<file path="config.mk">
export PLATFORM = sky130hd
export DESIGN_NAME = trig_clkgen
export DESIGN_NICKNAME = d
export VERILOG_FILES = /design/src/rtl/trig_clkgen.sv
export SDC_FILE = /design/constraint.sdc
export NUM_CORES = 1
export LEC_CHECK = 0
export BUFFER_PORTS_ARGS = -buffer_cell sky130_fd_sc_hd__buf_4
export CORE_ASPECT_RATIO = 1.1
export CORE_MARGIN = 2
export CORE_UTILIZATION = 43
export DETAILED_ROUTE_END_ITERATION = 8
export PLACE_DENSITY = 0.7
export SYNTH_ARGS = -nofsm -noshare
export SYNTH_HDL_FRONTEND = slang
export SYNTH_SLANG_ARGS = --single-unit
</file>
<file path="constraint.sdc">
create_clock -name clk -period 2.25 [get_ports clk]
set_input_delay 0.675 -clock clk [delete_from_list [all_inputs] [get_ports clk]]
set_output_delay 0.675 -clock clk [all_outputs]
set_load 0.1 [all_outputs]
</file>
<file path="src/rtl/trig_clkgen.sv">
module trig_clkgen #(
  parameter int NTRIG   = 14,
  parameter int PDW     = 7,
  parameter int BDW     = 4,
  parameter int SEL_OFS = 2
) (
  input  logic             clk,
  input  logic             rst_n,
  input  logic             wr_en,
  input  logic [31:0]      wr_data,
  output logic [31:0]      rd_data,
  input  logic [NTRIG-1:0] trig_i,
  output logic             proc_ce,
  output logic [1:0]       cck_o,
  output logic [1:0]       cck_oe
);

  localparam int RUN_B  = 0;
  localparam int MODE_B = 1;
  localparam int POL_B  = 2;
  localparam int SEL_L  = 4;
  localparam int PD_L   = 8;
  localparam int BD_L   = 16;
  localparam int PEN_L  = 20;
  localparam int DIR_L  = 22;
  localparam int BUSY_B = 31;

  typedef enum logic [1:0] {S_IDLE, S_ARMED, S_RUN} state_t;

  state_t           st;
  logic             cfg_run, cfg_mode, cfg_pol;
  logic [3:0]       cfg_sel;
  logic [PDW-1:0]   cfg_pdiv, pcnt;
  logic [BDW-1:0]   cfg_bdiv, bcnt;
  logic [1:0]       cfg_pen, cfg_dir;
  logic [NTRIG-1:0] sy1, sy2, sy3;
  logic             trg_now, trg_prev, trg_edge;
  logic             busy, running, bs_end, bs_hi;
  logic [BDW:0]     hi_len;
  logic             unused_wr;

  assign unused_wr = ^wr_data;
  assign busy      = (st != S_IDLE);
  assign running   = (st == S_RUN);

  always_ff @(posedge clk or negedge rst_n) begin
    if (!rst_n) begin
      cfg_run  <= 1'b0;
      cfg_mode <= 1'b0;
      cfg_pol  <= 1'b0;
      cfg_sel  <= '0;
      cfg_pdiv <= '0;
      cfg_bdiv <= '0;
      cfg_pen  <= '0;
      cfg_dir  <= '0;
    end else if (wr_en) begin
      cfg_run <= wr_data[RUN_B];
      cfg_pen <= wr_data[PEN_L +: 2];
      cfg_dir <= wr_data[DIR_L +: 2];
      if (!busy) begin
        cfg_mode <= wr_data[MODE_B];
        cfg_pol  <= wr_data[POL_B];
        cfg_sel  <= wr_data[SEL_L +: 4];
        cfg_pdiv <= wr_data[PD_L +: PDW];
        cfg_bdiv <= wr_data[BD_L +: BDW];
      end
    end
  end

  always_ff @(posedge clk or negedge rst_n) begin
    if (!rst_n) begin
      sy1 <= '0;
      sy2 <= '0;
      sy3 <= '0;
    end else begin
      sy1 <= trig_i;
      sy2 <= sy1;
      sy3 <= sy2;
    end
  end

  always_comb begin
    trg_now  = 1'b0;
    trg_prev = 1'b0;
    for (int i = 0; i < NTRIG; i++) begin
      if (32'(cfg_sel) == i + SEL_OFS) begin
        trg_now  = sy2[i];
        trg_prev = sy3[i];
      end
    end
  end

  assign trg_edge = cfg_pol ? (trg_prev & ~trg_now) : (trg_now & ~trg_prev);

  assign proc_ce = running && (pcnt == cfg_pdiv);
  assign bs_end  = proc_ce && (bcnt == cfg_bdiv);
  assign hi_len  = ({1'b0, cfg_bdiv} + (BDW+1)'(2)) >> 1;
  assign bs_hi   = ({1'b0, bcnt} < hi_len);

  always_ff @(posedge clk or negedge rst_n) begin
    if (!rst_n) begin
      st <= S_IDLE;
    end else begin
      case (st)
        S_IDLE:
          if (wr_en && wr_data[RUN_B])
            st <= wr_data[MODE_B] ? S_ARMED : S_RUN;
        S_ARMED:
          if (!cfg_run)      st <= S_IDLE;
          else if (trg_edge) st <= S_RUN;
        S_RUN:
          if (!cfg_run && bs_end) st <= S_IDLE;
        default: st <= S_IDLE;
      endcase
    end
  end

  always_ff @(posedge clk or negedge rst_n) begin
    if (!rst_n) begin
      pcnt <= '0;
      bcnt <= '0;
    end else if (!running) begin
      pcnt <= '0;
      bcnt <= '0;
    end else begin
      pcnt <= proc_ce ? '0 : pcnt + 1'b1;
      if (proc_ce)
        bcnt <= bs_end ? '0 : bcnt + 1'b1;
    end
  end

  assign cck_o  = {2{running & bs_hi}} & cfg_pen;
  assign cck_oe = cfg_dir;

  always_comb begin
    rd_data              = '0;
    rd_data[RUN_B]       = cfg_run;
    rd_data[MODE_B]      = cfg_mode;
    rd_data[POL_B]       = cfg_pol;
    rd_data[SEL_L +: 4]  = cfg_sel;
    rd_data[PD_L +: PDW] = cfg_pdiv;
    rd_data[BD_L +: BDW] = cfg_bdiv;
    rd_data[PEN_L +: 2]  = cfg_pen;
    rd_data[DIR_L +: 2]  = cfg_dir;
    rd_data[BUSY_B]      = busy;
  end

endmodule

</file>
-- Yosys cells after proc, flatten, opt, wreduce, memory -nomap -nowiden
Index checks and enable logic that the tools add are counted.
- register bits after elaboration: 77
- bits of input ports: 49
- ROM bits: 0
- logic and storage cells: 96
- memories: 0
- RAM bits: 0
- output and inout bits: 37
- latch bits: 0
- div/mod/pow operators: 0
- bitwise logic cells: 7
- order comparisons: 1
- add/subtract/negate cells: 3
- mux-type cells: 40
- reduce and logical (&&, ||, !) cells: 9
- equality and inequality tests: 22
- $mul: 0
- shift operators: 0
- operator list (kind ; count):
    == test 4 bit (second input constant) ; 8
    2-to-1 mux 1 bit ; 29
    == test 4 x 3 -> 1 bit (second input constant) ; 4
    2-to-1 mux 7 bit ; 2
    2-to-1 mux 4 bit ; 3
    2-to-1 mux 2 bit ; 5
    == test 4 x 2 -> 1 bit (second input constant) ; 2
    adder 7 x 1 -> 7 bit (second input constant) ; 1
    == test 7 bit ; 1
    case mux 2 bit (3 select lines) ; 1
    adder 4 x 2 -> 5 bit (second input constant) ; 1
    adder 4 x 1 -> 4 bit (second input constant) ; 1
    == test 4 bit ; 1
    logical AND 1 bit ; 4
    less-than comparator 4 bit ; 1
    inequality test 2 bit (second input constant) ; 2
    AND 1 bit ; 3
    inequality test 3 bit (second input constant) ; 1
    inverter 1 bit ; 3
    AND reduction 3 bit ; 1
    AND 2 bit ; 1
    == test 2 x 1 -> 1 bit (second input constant) ; 1
    == test 2 bit (second input constant) ; 1
    logical NOT 2 bit ; 1
    4 further kinds ; 4

-- Logic depth before layout (Yosys ltp)
Gate-level depths: netlist (run 1).
- depth in word-level cells: 21
- depth in mapped cells: 8
- depth with buffers taken out: 8

-- Worst setup path after synthesis (run 1)
Ideal clock, no wire load.
- kind: reg2out
- from: reg cfg_bdiv[1]
- to: out cck_o[0]
- setup slack: -1.736 ns
- arrival time: 3.311 ns
- cell stages (with the launch flop): 9
- cell sequence: dfrtp_1 -> ha_1 -> inv_1 -> ha_1 -> o21a_1 -> o21a_1 -> o21ai_0 -> nand2_1 -> nor2_1
- word-level cells in the longest chain between the ends: 4
- RTL lines (item ; line ; text):
    start, declared ; 34 ; logic [BDW-1:0] cfg_bdiv, bcnt;
    start signal, assigned ; 65 ; cfg_bdiv <= wr_data[BD_L +: BDW];
    adder 4 x 2 -> 5 bit ; 97 ; assign hi_len = ({1'b0, cfg_bdiv} + (BDW+1)'(2)) >> 1;
    less-than comparator 4 bit ; 98 ; assign bs_hi = ({1'b0, bcnt} < hi_len);
    AND 1 bit ; 132 ; assign cck_o = {2{running & bs_hi}} & cfg_pen;
    AND 2 bit ; 132 ;
    end, declared ; 14 ; output logic [1:0] cck_o,
Every way passes these cells.

-- Final worst setup path (run 1)
- from: reg cfg_bdiv[1]
- to: out cck_o[1]
The elaborated chain is that of the path after synthesis.

==> results of run 1 <==
[Yosys cell counts, types with 2 or more instances]
cell      instances
nor4_1            2
nand2_1          15
a21oi_1           3
a22o_1            2
o21ai_0          15
ha_1              6
a31oi_1           2
xor2_1           10
buf_2             3
nor3_1            3
dfrtp_1          77
nor2_1           16
clkbuf_1          2
o22ai_1           2
a211oi_1          3
nand2b_1          2
nand4_1           2
nand3b_1          2
buf_4            16
xnor2_1           8
o21a_1            2
mux2_2           16
and2_1            2
nor2b_1           2
nand3_1           5
mux2i_1           8
and3b_1           2
inv_1            10
[logic make-up after synthesis]
| group | share of synthesized area [%] |
|---|---|
| multiplexers | 8.912 |
| XOR/XNOR | 4.968 |
| adder cells (fa/ha/maj) | 2.366 |
| other | 0.1182 |
| AND/OR/NAND/NOR | 9.661 |
| AO/OA/AOI/OAI | 7.452 |
| flip-flops | 60.73 |
| buffers and inverters | 5.797 |
[through the flow]
step / power (W) / utilization [%] / instances
floorplan: 0.004554 / - / 263
global placement: 0.005227 / 54.68 / 407
detailed placement: 0.005272 / 54.68 / 407
CTS: 0.006469 / 58.56 / 426
global route: 0.006771 / 58.67 / 427
finish: 0.006435 / 58.67 / 427
[state kept, by name, summed over array words and instances, names as in the netlist, 4 cells and up]
| name | cells |
|---|---|
| bcnt | 4 |
| cfg_bdiv | 4 |
| cfg_pdiv | 7 |
| cfg_sel | 4 |
| pcnt | 7 |
| sy1 | 14 |
| sy2 | 14 |
| sy3 | 14 |
[critical path, delay by kind of cell, from the launching register on]
family,cells,cell delay (ns)
flip-flops,1,0.49
AND/OR/NAND/NOR,2,0.22
buffers and inverters,2,0.22
adder cells (fa/ha/maj),2,0.46
AO/OA/AOI/OAI,3,0.39
[cell type report]
| class | count | area, µm² |
|---|---|---|
| Fill cell | 584 | 2929 |
| Sequential cell | 77 | 1959 |
| Multi-Input combinational cell | 154 | 1162 |
| Timing Repair Buffer | 85 | 688.2 |
| Clock buffer | 9 | 123.9 |
| Tap cell | 85 | 106.4 |
| Clock inverter | 7 | 80.08 |
| Inverter | 10 | 37.54 |
[worst paths after layout]
check	cells past startpoint	slack, ns	to
setup / recovery	9	-0.56	cck_o[1]
min in group clk	0	0.35	sy2[5]$_DFF_PN0_
setup reg to reg	6	0.14	st[1]$_DFFE_PN0P_
max in group asynchronous	2	1.40	cfg_pen[1]$_DFFE_PN0P_
hold / removal	1	0.25	sy1[3]$_DFF_PN0_
hold reg to reg	0	0.35	sy2[5]$_DFF_PN0_
[per-layer routing]
metal	GRT usage (%)	up-vias	part of all wire (%)
li1	-	1019	-
met1	20.69	996	44
met2	23.77	56	49
met3	5.536	7	5.1
met4	5.952	0	1.5
met5	0	-	0
[power by group]
part | internal (W) | switching (W)
Clock | 0.000527 | 0.000543
Combinational | 0.00110 | 0.00223
Sequential | 0.00171 | 0.000325
Total | 0.00334 | 0.00309
[timing repair]
action | in CTS | in global routing
cloned | 0 | 0
setup buffers | 3 | 1
endpoints found under the setup margin | 3 | 3
pin swaps | 7 | 1
gates resized for setup | 11 | 0
==> qor.yml, run 1 <==
outcome:
  status: "finished with violations"
  violations: "negative setup slack"
placed_design:
  gp_congestion: 0.7890
  hpwlAfterDp_mm: 4.233
  dpl_cell_area_um2: 3875
  pre_cts_ws_ns: -0.3058
  port_buffers: 66
floorplanning:
  die_area_um2: 8083
  core-area_um2: 7087
  top_level_ports: 86
  die_y_um: 94.10
  fp-row-count: 32
  initial_core_util_pct: 44.77
  die_w_um: 85.91
grt:
  antenna_found_initial: 0
  grt_use_total_pct: 15.69
  grt_max_degree: 36
  grt_pass1_vias: 2062
  grt_overflow: 0
  grt_pass1_wl_mm: 9.673
sta:
  final.setup.tns_ns: -1.362
  whs_ns: 0.2528
  finalCritPeriodShare_pct: 125.0
  fmax_ghz: 0.3556
  fin_crit_ns: 2.812
  final.setup_skew_ns: 0.008961
  final_max_slew_viol_count: 0
  setup_viol: 3
  hold_viol: 0
  rsz0062_at_grt: "yes"
  worst_slack_ns: -0.5622
clocking:
  ctsHoldBuffers: 0
  clk_path_buf_depth: 2
  path_clk_slew_ns: 0.08
  clock-sinks: 77
  cts_buffers: 9
  h-tree-depth: 3
  root_buffer: "clkbuf_8"
  cts_tree: "yes"
  clk_latency_ns: 0.35
power_and_ir_drop:
  powerDensity_nw_per_um2: 1548
  p_leak_nw: 1.909
  vdd_drop_max_mv: 0.9747
drt:
  drtIter0Drc: 112
  dr.pass1.iters: 4
  viasPerCell: 4.867
  drc: 0
  ant_nets: 0
  num_vias: 2078
  wire_per_inst_um: 13.48
  drt_wl_total_mm: 5.758
finish:
  mostFrequentLayoutCells: "buf_4, dfrtp_1, mux2_2"
  final_common_cell: "buf_4"
  fin_area_um2: 4158
  layout-drive-gt1-share_pct: 42.69
  syn_to_final_growth_pct: 31.03
  nets: 392
  n_antenna_cell: 0
logic_synthesis:
  ys.flop_type: "dfrtp_1"
  yosys.cell_types.count: 45
  yosysWarnings: 0
  synthTopCellsByArea: "dfrtp_1, mux2_2, buf_4"
  syn_area_um2: 3173
  seq_area_frac_synth_pct: 60.73
  async_flop_share_pct: 100.0
  ys_ff_latch: 77
  synth_edf_count: 0
  yosysTopAreaCell: "dfrtp_1"
  yosys.area.top_type_share_pct: 60.73
  synthCells: 255
  avgSynthCellArea_um2: 12.44
critical_path:
  crit_arrival_ns: 2.14
  cp-end-kind: "output pin"
  crit_chain: "ha_4, inv_2, ha_4, o21a_1, o21a_1, o21ai_2, nand2_2, nor2_4, buf_12"
  critical_path_peak_fanout: 2
  crit_type: "reg2out"
  start_kind: "flop"
  r2r_start: "cfg_sel[0]$_DFFE_PN0P_"
  worstPathRequired_ns: 1.57
  slowest_stage: "dfrtp_4"
  max_stage_delay_ns: 0.49
  startpoint: "cfg_bdiv[1]$_DFFE_PN0P_"
min_path:
  hp-class: "in2async"
job:
  drv_cap: 0
Power figures use the tool's default switching activity.
==> inputs of run 2 (changes only) <==
--- a/config.mk
+++ b/config.mk
@@ -5,12 +5,14 @@
 export SDC_FILE = /design/constraint.sdc
 export NUM_CORES = 1
 export LEC_CHECK = 0
+export ABC_AREA = 1
 export BUFFER_PORTS_ARGS = -buffer_cell sky130_fd_sc_hd__buf_4
 export CORE_ASPECT_RATIO = 1.1
 export CORE_MARGIN = 2
 export CORE_UTILIZATION = 43
 export DETAILED_ROUTE_END_ITERATION = 8
 export PLACE_DENSITY = 0.7
+export SLEW_MARGIN = 20
 export SYNTH_ARGS = -nofsm -noshare
 export SYNTH_HDL_FRONTEND = slang
 export SYNTH_SLANG_ARGS = --single-unit
==> run 2 against run 1 <==
The flow still finishes with violations (negative setup slack). Clock skew decreased by 0.00099 ns. Fmax increased by 1.9%. Synthesized area increased by 0.79%. Count of clock-buffer cells in the layout increased by 2. Die area increased by 0.75%. Clock power increased by 19%. Combinational power about the same. Design area increased by 2.5%. Critical path depth decreased by 1. Non-clock buffer count decreased by 6. Power increased by 1.3%. Flip-flop and latch count unchanged. Largest cell class unchanged.
==> qor.yml, run 2 <==
power_and_ir_drop:
  power.switching_w: 0.003103
  p_total_w: 0.006519
  vdd_drop_max_mv: 1.262
  p_clk_share_pct: 19.5
  powerDensity_nw_per_um2: 1530
  combPwrFrac_pct: 50.5
  p_int_w: 0.003416
  p_leak_nw: 2.029
  p_seq_share_pct: 30.0
  swShare_pct: 47.60
drt:
  drtIter0Drc: 160
  ant_nets: 0
  viasPerCell: 4.736
  num_vias: 2245
  dr.pass1.iters: 4
  drt_wl_total_mm: 6.110
  wire_per_inst_um: 12.89
  drc: 0
sta:
  relSlewSlack_pct: 66.03
  final.setup.tns_ns: -1.088
  rsz0062_at_grt: "yes"
  setup_viol: 3
  hold_viol: 0
  final_max_slew_viol_count: 0
  fin_crit_ns: 2.760
  fmax_ghz: 0.3623
  worst_slack_ns: -0.5104
  worstMarginPinSlew_ns: 0.5077
  finalCritPeriodShare_pct: 122.7
  final.setup_skew_ns: 0.007973
logic_synthesis:
  avgSynthCellArea_um2: 10.52
  yosysTopAreaCell: "dfrtp_1"
  synthTopCellsByArea: "dfrtp_1, nand2_1, mux2_2"
  synthCells: 304
  syn_area_um2: 3198
  yosysWarnings: 0
  seq_area_frac_synth_pct: 60.25
  ys_ff_latch: 77
  async_flop_share_pct: 100.0
  yosys.area.top_type_share_pct: 60.25
  yosys.cell_types.count: 30
  ys.flop_type: "dfrtp_1"
  synth_most_common_cell: "dfrtp_1"
  synthTopCellsByCount: "dfrtp_1, nand2_1, nor2_1, inv_1, nand3_1"
  synth_edf_count: 0
critical_path:
  critical_path_peak_fanout: 2
  max_stage_delay_ns: 0.49
  crit_arrival_ns: 2.09
  start_kind: "flop"
  crit_chain: "ha_4, inv_2, ha_4, o21a_1, o211ai_1, nand3_2, nor2_4, buf_12"
  crit_type: "reg2out"
  cp-end-kind: "output pin"
  slowest_stage: "dfrtp_4"
  cpMostUsedCell: "ha_4"
  worstPathRequired_ns: 1.57
finish:
  utilization_pct: 59.80
  seqCellArea_um2: 1968
  top_regs: "sy1 x14, sy2 x14, sy3 x14"
  layout-drive-gt1-share_pct: 38.56
  n_fill_cell: 587
  final_common_cell: "buf_4"
  nets: 439
  multiInputGateArea_um2: 1182
  syn_to_final_growth_pct: 33.26
  n_antenna_cell: 0
  mostFrequentLayoutCells: "buf_4, dfrtp_1, nand2_1"
grt:
  grt_use_total_pct: 16.60
  grt_pass1_wl_mm: 10.29
  grt_overflow: 0
  grt_max_degree: 32
  grt_pass1_vias: 2254
  antenna_found_initial: 0
floorplanning:
  die_area_um2: 8144
  die_w_um: 86.23
  initial_core_util_pct: 44.87
  die_y_um: 94.45
  top_level_ports: 86
  core-area_um2: 7127
  fp-row-count: 32
job:
  drv_cap: 0
clocking:
  clk_path_buf_depth: 2
  clock-sinks: 77
  cts_buffers: 9
  path_clk_slew_ns: 0.08
  h-tree-depth: 3
  cts_tree: "yes"
  clk_latency_ns: 0.35
  root_buffer: "clkbuf_8"
outcome:
  status: "finished with violations"
  violations: "negative setup slack"
placed_design:
  port_buffers: 66
  pre_cts_ws_ns: -0.2638
  hpwlAfterDp_mm: 4.471
  gp_congestion: 0.8466
min_path:
  hp-class: "in2async"
-- run 2: changes by cell type after synthesis, sizes merged, moves of 8 or more --
cell,before,now
nand4,2,10
inv,10,29
nand2,15,53
nor2,16,33
mux2i,8,0
nand3,5,18
-- run 2: final timing paths --
| path | cells after the start | end | startpoint | slack, ns |
|---|---|---|---|---|
| worst max-delay path | 8 | cck_o[1] | cfg_bdiv[2]$_DFFE_PN0P_ | -0.51 |
| max in group asynchronous | 2 | cfg_sel[1]$_DFFE_PN0P_ | rst_n | 1.41 |
| worst min register to register | 0 | sy2[10]$_DFF_PN0_ | sy1[10]$_DFF_PN0_ | 0.35 |
| worst min-delay path | 1 | cfg_pdiv[2]$_DFFE_PN0P_ | rst_n | 0.23 |
| min in group clk | 0 | sy2[10]$_DFF_PN0_ | sy1[10]$_DFF_PN0_ | 0.35 |
| worst max register to register | 14 | st[1]$_DFFE_PN0P_ | cfg_sel[0]$_DFFE_PN0P_ | 0.31 |
-- run 2: area by class of cell --
class	instances	share of cell area [%]
flip-flops and latches	77	46.18
multi-input cells	187	27.75
repair buffers	79	15.09
clock buffers	11	3.318
inverters	30	2.642
clock inverters	5	2.525
well taps	85	2.496
-- run 2: power by group through the flow --
stage | registers, W | logic (W) | clock network (W)
3_3_place_gp | 0.00195 | 0.00309 | 0
2_1_floorplan | 0.00299 | 0.00145 | 0
4_1_cts | 0.00194 | 0.00327 | 0.00130
3_5_place_dp | 0.00196 | 0.00313 | 0
6_report | 0.00196 | 0.00329 | 0.00127
5_1_grt | 0.00200 | 0.00352 | 0.00136
-- run 2: worst max-delay path: cells and delay by family (launching register included) --
| family | cells | cell delay (ns) |
|---|---|---|
| flops | 1 | 0.49 |
| buf+inv | 2 | 0.21 |
| compound gates | 2 | 0.30 |
| simple gates | 2 | 0.28 |
| fa+ha+maj | 2 | 0.46 |
-- run 2: kinds of logic after synthesis --
group,after synthesis,synth area share [%]
flops,77,60.25
other cells,1,0.1173
simple gates,120,17.02
compound gates,24,4.186
mux,13,4.577
buf+inv,48,7.394
xor+xnor,15,4.108
fa+ha+maj,6,2.347
-- run 2: stage by stage --
step	instance area, µm²	cells	hold WS [ns]
floorplan	3321	312	0.3312
global placement	3879	454	0.3333
detailed placement	3879	454	0.3347
CTS	4220	474	0.2206
global route	4262	474	0.2333
finish	4262	474	0.2278
-- run 2: layer usage --
metal  track usage (%)  vias to the layer above  wire, µm
met5                 0                        -         0
met3             3.497                       13       330
li1                  -                     1115         -
met4             11.20                        0       175
met1             20.62                     1052      2639
met2             26.10                       65      2964
-- run 2: repair_timing --
item                       4_1_cts  5_1_grt
buffers inserted                 4        0
pin swaps                        6        2
hold buffers                     0        0
setup endpoints to repair        3        3
resized for setup               14        7
==> inputs of run 3 (changes only) <==
--- a/config.mk
+++ b/config.mk
@@ -12,6 +12,7 @@
 export CORE_UTILIZATION = 43
 export DETAILED_ROUTE_END_ITERATION = 8
 export PLACE_DENSITY = 0.7
+export SKIP_CTS_REPAIR_TIMING = 1
 export SLEW_MARGIN = 20
 export SYNTH_ARGS = -nofsm -noshare
 export SYNTH_HDL_FRONTEND = slang
==> run 3 against run 2 <==
The run still ends with negative setup slack left. Sequential power about the same. Global-route usage down 0.45 points. Die area unchanged. Wire length down 0.85%. Critical path type unchanged. Via count down 1.2%. Worst hold slack about the same. Combinational power down 2%.
==> qor.yml, run 3 (synthesis results as in run 2) <==
grt:
  grt_use_met3_pct: 3.497
  grt_pass1_wl_mm: 9.998
  gr-max-usage-layer: "met2"
  grt_max_degree: 32
  grt_use_total_pct: 16.15
  grt_overflow: 0
  grt_use_met1_pct: 20.26
  met2_usage_pct: 25.13
  antenna_found_initial: 0
  grt_pass1_vias: 2199
job:
  drv_cap: 0
power_and_ir_drop:
  p_total_w: 0.006442
  vdd_drop_max_mv: 1.228
  powerDensity_nw_per_um2: 1531
  p_leak_nw: 1.998
clocking:
  clock-sinks: 77
  clk_path_buf_depth: 2
  path_clk_slew_ns: 0.08
  h-tree-depth: 3
  cts_tree: "yes"
  clk_latency_ns: 0.35
  cts_buffers: 9
  root_buffer: "clkbuf_8"
critical_path:
  crit_chain: "ha_4, inv_2, ha_4, o21a_1, o211ai_1, nand3_2, nor2_4, buf_12"
  r2r_slack_ns: 0.31
  path_delay_family: "flip-flops"
  worstRegToRegCells: 14
  cpMostUsedCell: "ha_4"
  cp-end-kind: "output pin"
  critical_path_peak_fanout: 2
  max_stage_delay_ns: 0.49
  crit_arrival_ns: 2.10
  worstPathRequired_ns: 1.57
  crit_type: "reg2out"
  r2r_start: "cfg_sel[0]$_DFFE_PN0P_"
  rr_endpoint: "st[1]$_DFFE_PN0P_"
  path_depth: 8
  start_kind: "flop"
  slowest_stage: "dfrtp_4"
  crit_buf_inv: 2
sta:
  setup_viol: 3
  relSlewSlack_pct: 66.80
  rsz0062_at_grt: "yes"
  fmax_ghz: 0.3607
  hold_viol: 0
  final_max_slew_viol_count: 0
  finalCritPeriodShare_pct: 123.2
  fin_crit_ns: 2.772
  worst_slack_ns: -0.5220
  worstMarginPinSlew_ns: 0.4961
  final.setup_skew_ns: 0.008003
drt:
  dr.pass1.iters: 4
  num_vias: 2219
  wire_per_inst_um: 12.86
  drtIter0Drc: 153
  drc: 0
  drt_wl_total_mm: 6.058
  ant_nets: 0
  viasPerCell: 4.711
finish:
  nets: 436
  utilization_pct: 59.02
  syn_to_final_growth_pct: 31.53
  n_antenna_cell: 0
  mostFrequentLayoutCells: "buf_4, dfrtp_1, nand2_1"
  final_common_cell: "buf_4"
  top_regs: "sy1 x14, sy2 x14, sy3 x14"
  layout-drive-gt1-share_pct: 37.05
floorplanning:
  core-area_um2: 7127
  initial_core_util_pct: 44.87
  top_level_ports: 86
  die_w_um: 86.23
  die_area_um2: 8144
  fp-row-count: 32
  die_y_um: 94.45
outcome:
  violations: "negative setup slack"
  status: "finished with violations"
placed_design:
  hpwlAfterDp_mm: 4.471
  gp_congestion: 0.8466
  port_buffers: 66
min_path:
  hp-class: "in2async"
run 3: per-stage QoR:
stage          cell area, µm²  cells  setup slack, ns  setup TNS, ns  hold slack [ns]
2_1_floorplan            3321    312          -0.5200         -1.066           0.3312
3_3_place_gp             3879    454          -0.2334        -0.4654           0.3333
3_5_place_dp             3879    454          -0.2638        -0.5265           0.3347
4_1_cts                  4128    470          -0.6553         -1.572           0.2206
5_1_grt                  4207    471          -0.6608         -1.503           0.2338
6_report                 4207    471          -0.5220         -1.136           0.2276
run 3: worst max path at each step:
stage / start / end
4_1_cts: cfg_bdiv[2]$_DFFE_PN0P_ / cck_o[1]
6_report: cfg_bdiv[2]$_DFFE_PN0P_ / cck_o[1]
3_5_place_dp: cfg_bdiv[1]$_DFFE_PN0P_ / cck_o[1]
2_1_floorplan: cfg_bdiv[1]$_DFFE_PN0P_ / cck_o[0]
5_1_grt: cfg_bdiv[1]$_DFFE_PN0P_ / cck_o[0]
3_3_place_gp: cfg_bdiv[2]$_DFFE_PN0P_ / cck_o[1]
run 3: worst reg2reg max path: stages (launching register included):
cell and delay [ns]:
dfrtp_2 0.48, nor2_1 0.31, nand4_1 0.13, nand2_1 0.12, nand3_1 0.07, nand2_1 0.07, nand4_1 0.07, nand2_1 0.09
nand4_2 0.08, nor2_2 0.11, nand2_1 0.06, nand2_1 0.07, nand3_2 0.09, nand3_2 0.06, nand2_1 0.04
run 3: layer usage:
metal / vias up / wire length [µm]
met3: 11 / 325
met1: 1035 / 2659
met5: - / 0
li1: 1111 / -
met2: 62 / 2918
met4: 0 / 155
run 3: where the power goes:
| group | leakage [nW] | switching [W] | internal (W) |
|---|---|---|---|
| logic | 0.966 | 0.00232 | 0.000907 |
| clock network | 0.124 | 0.000498 | 0.000771 |
| registers | 0.908 | 0.000257 | 0.00169 |
| total | 2.00 | 0.00307 | 0.00337 |
run 3: area by class of cell:
type	instances	area [µm²]
Clock buffer	11	141.4
Clock inverter	5	107.6
Fill cell	598	2920
Inverter	30	112.6
Multi-Input combinational cell	187	1150
Sequential cell	77	1968
Tap cell	85	106.4
Timing Repair Buffer	76	620.6
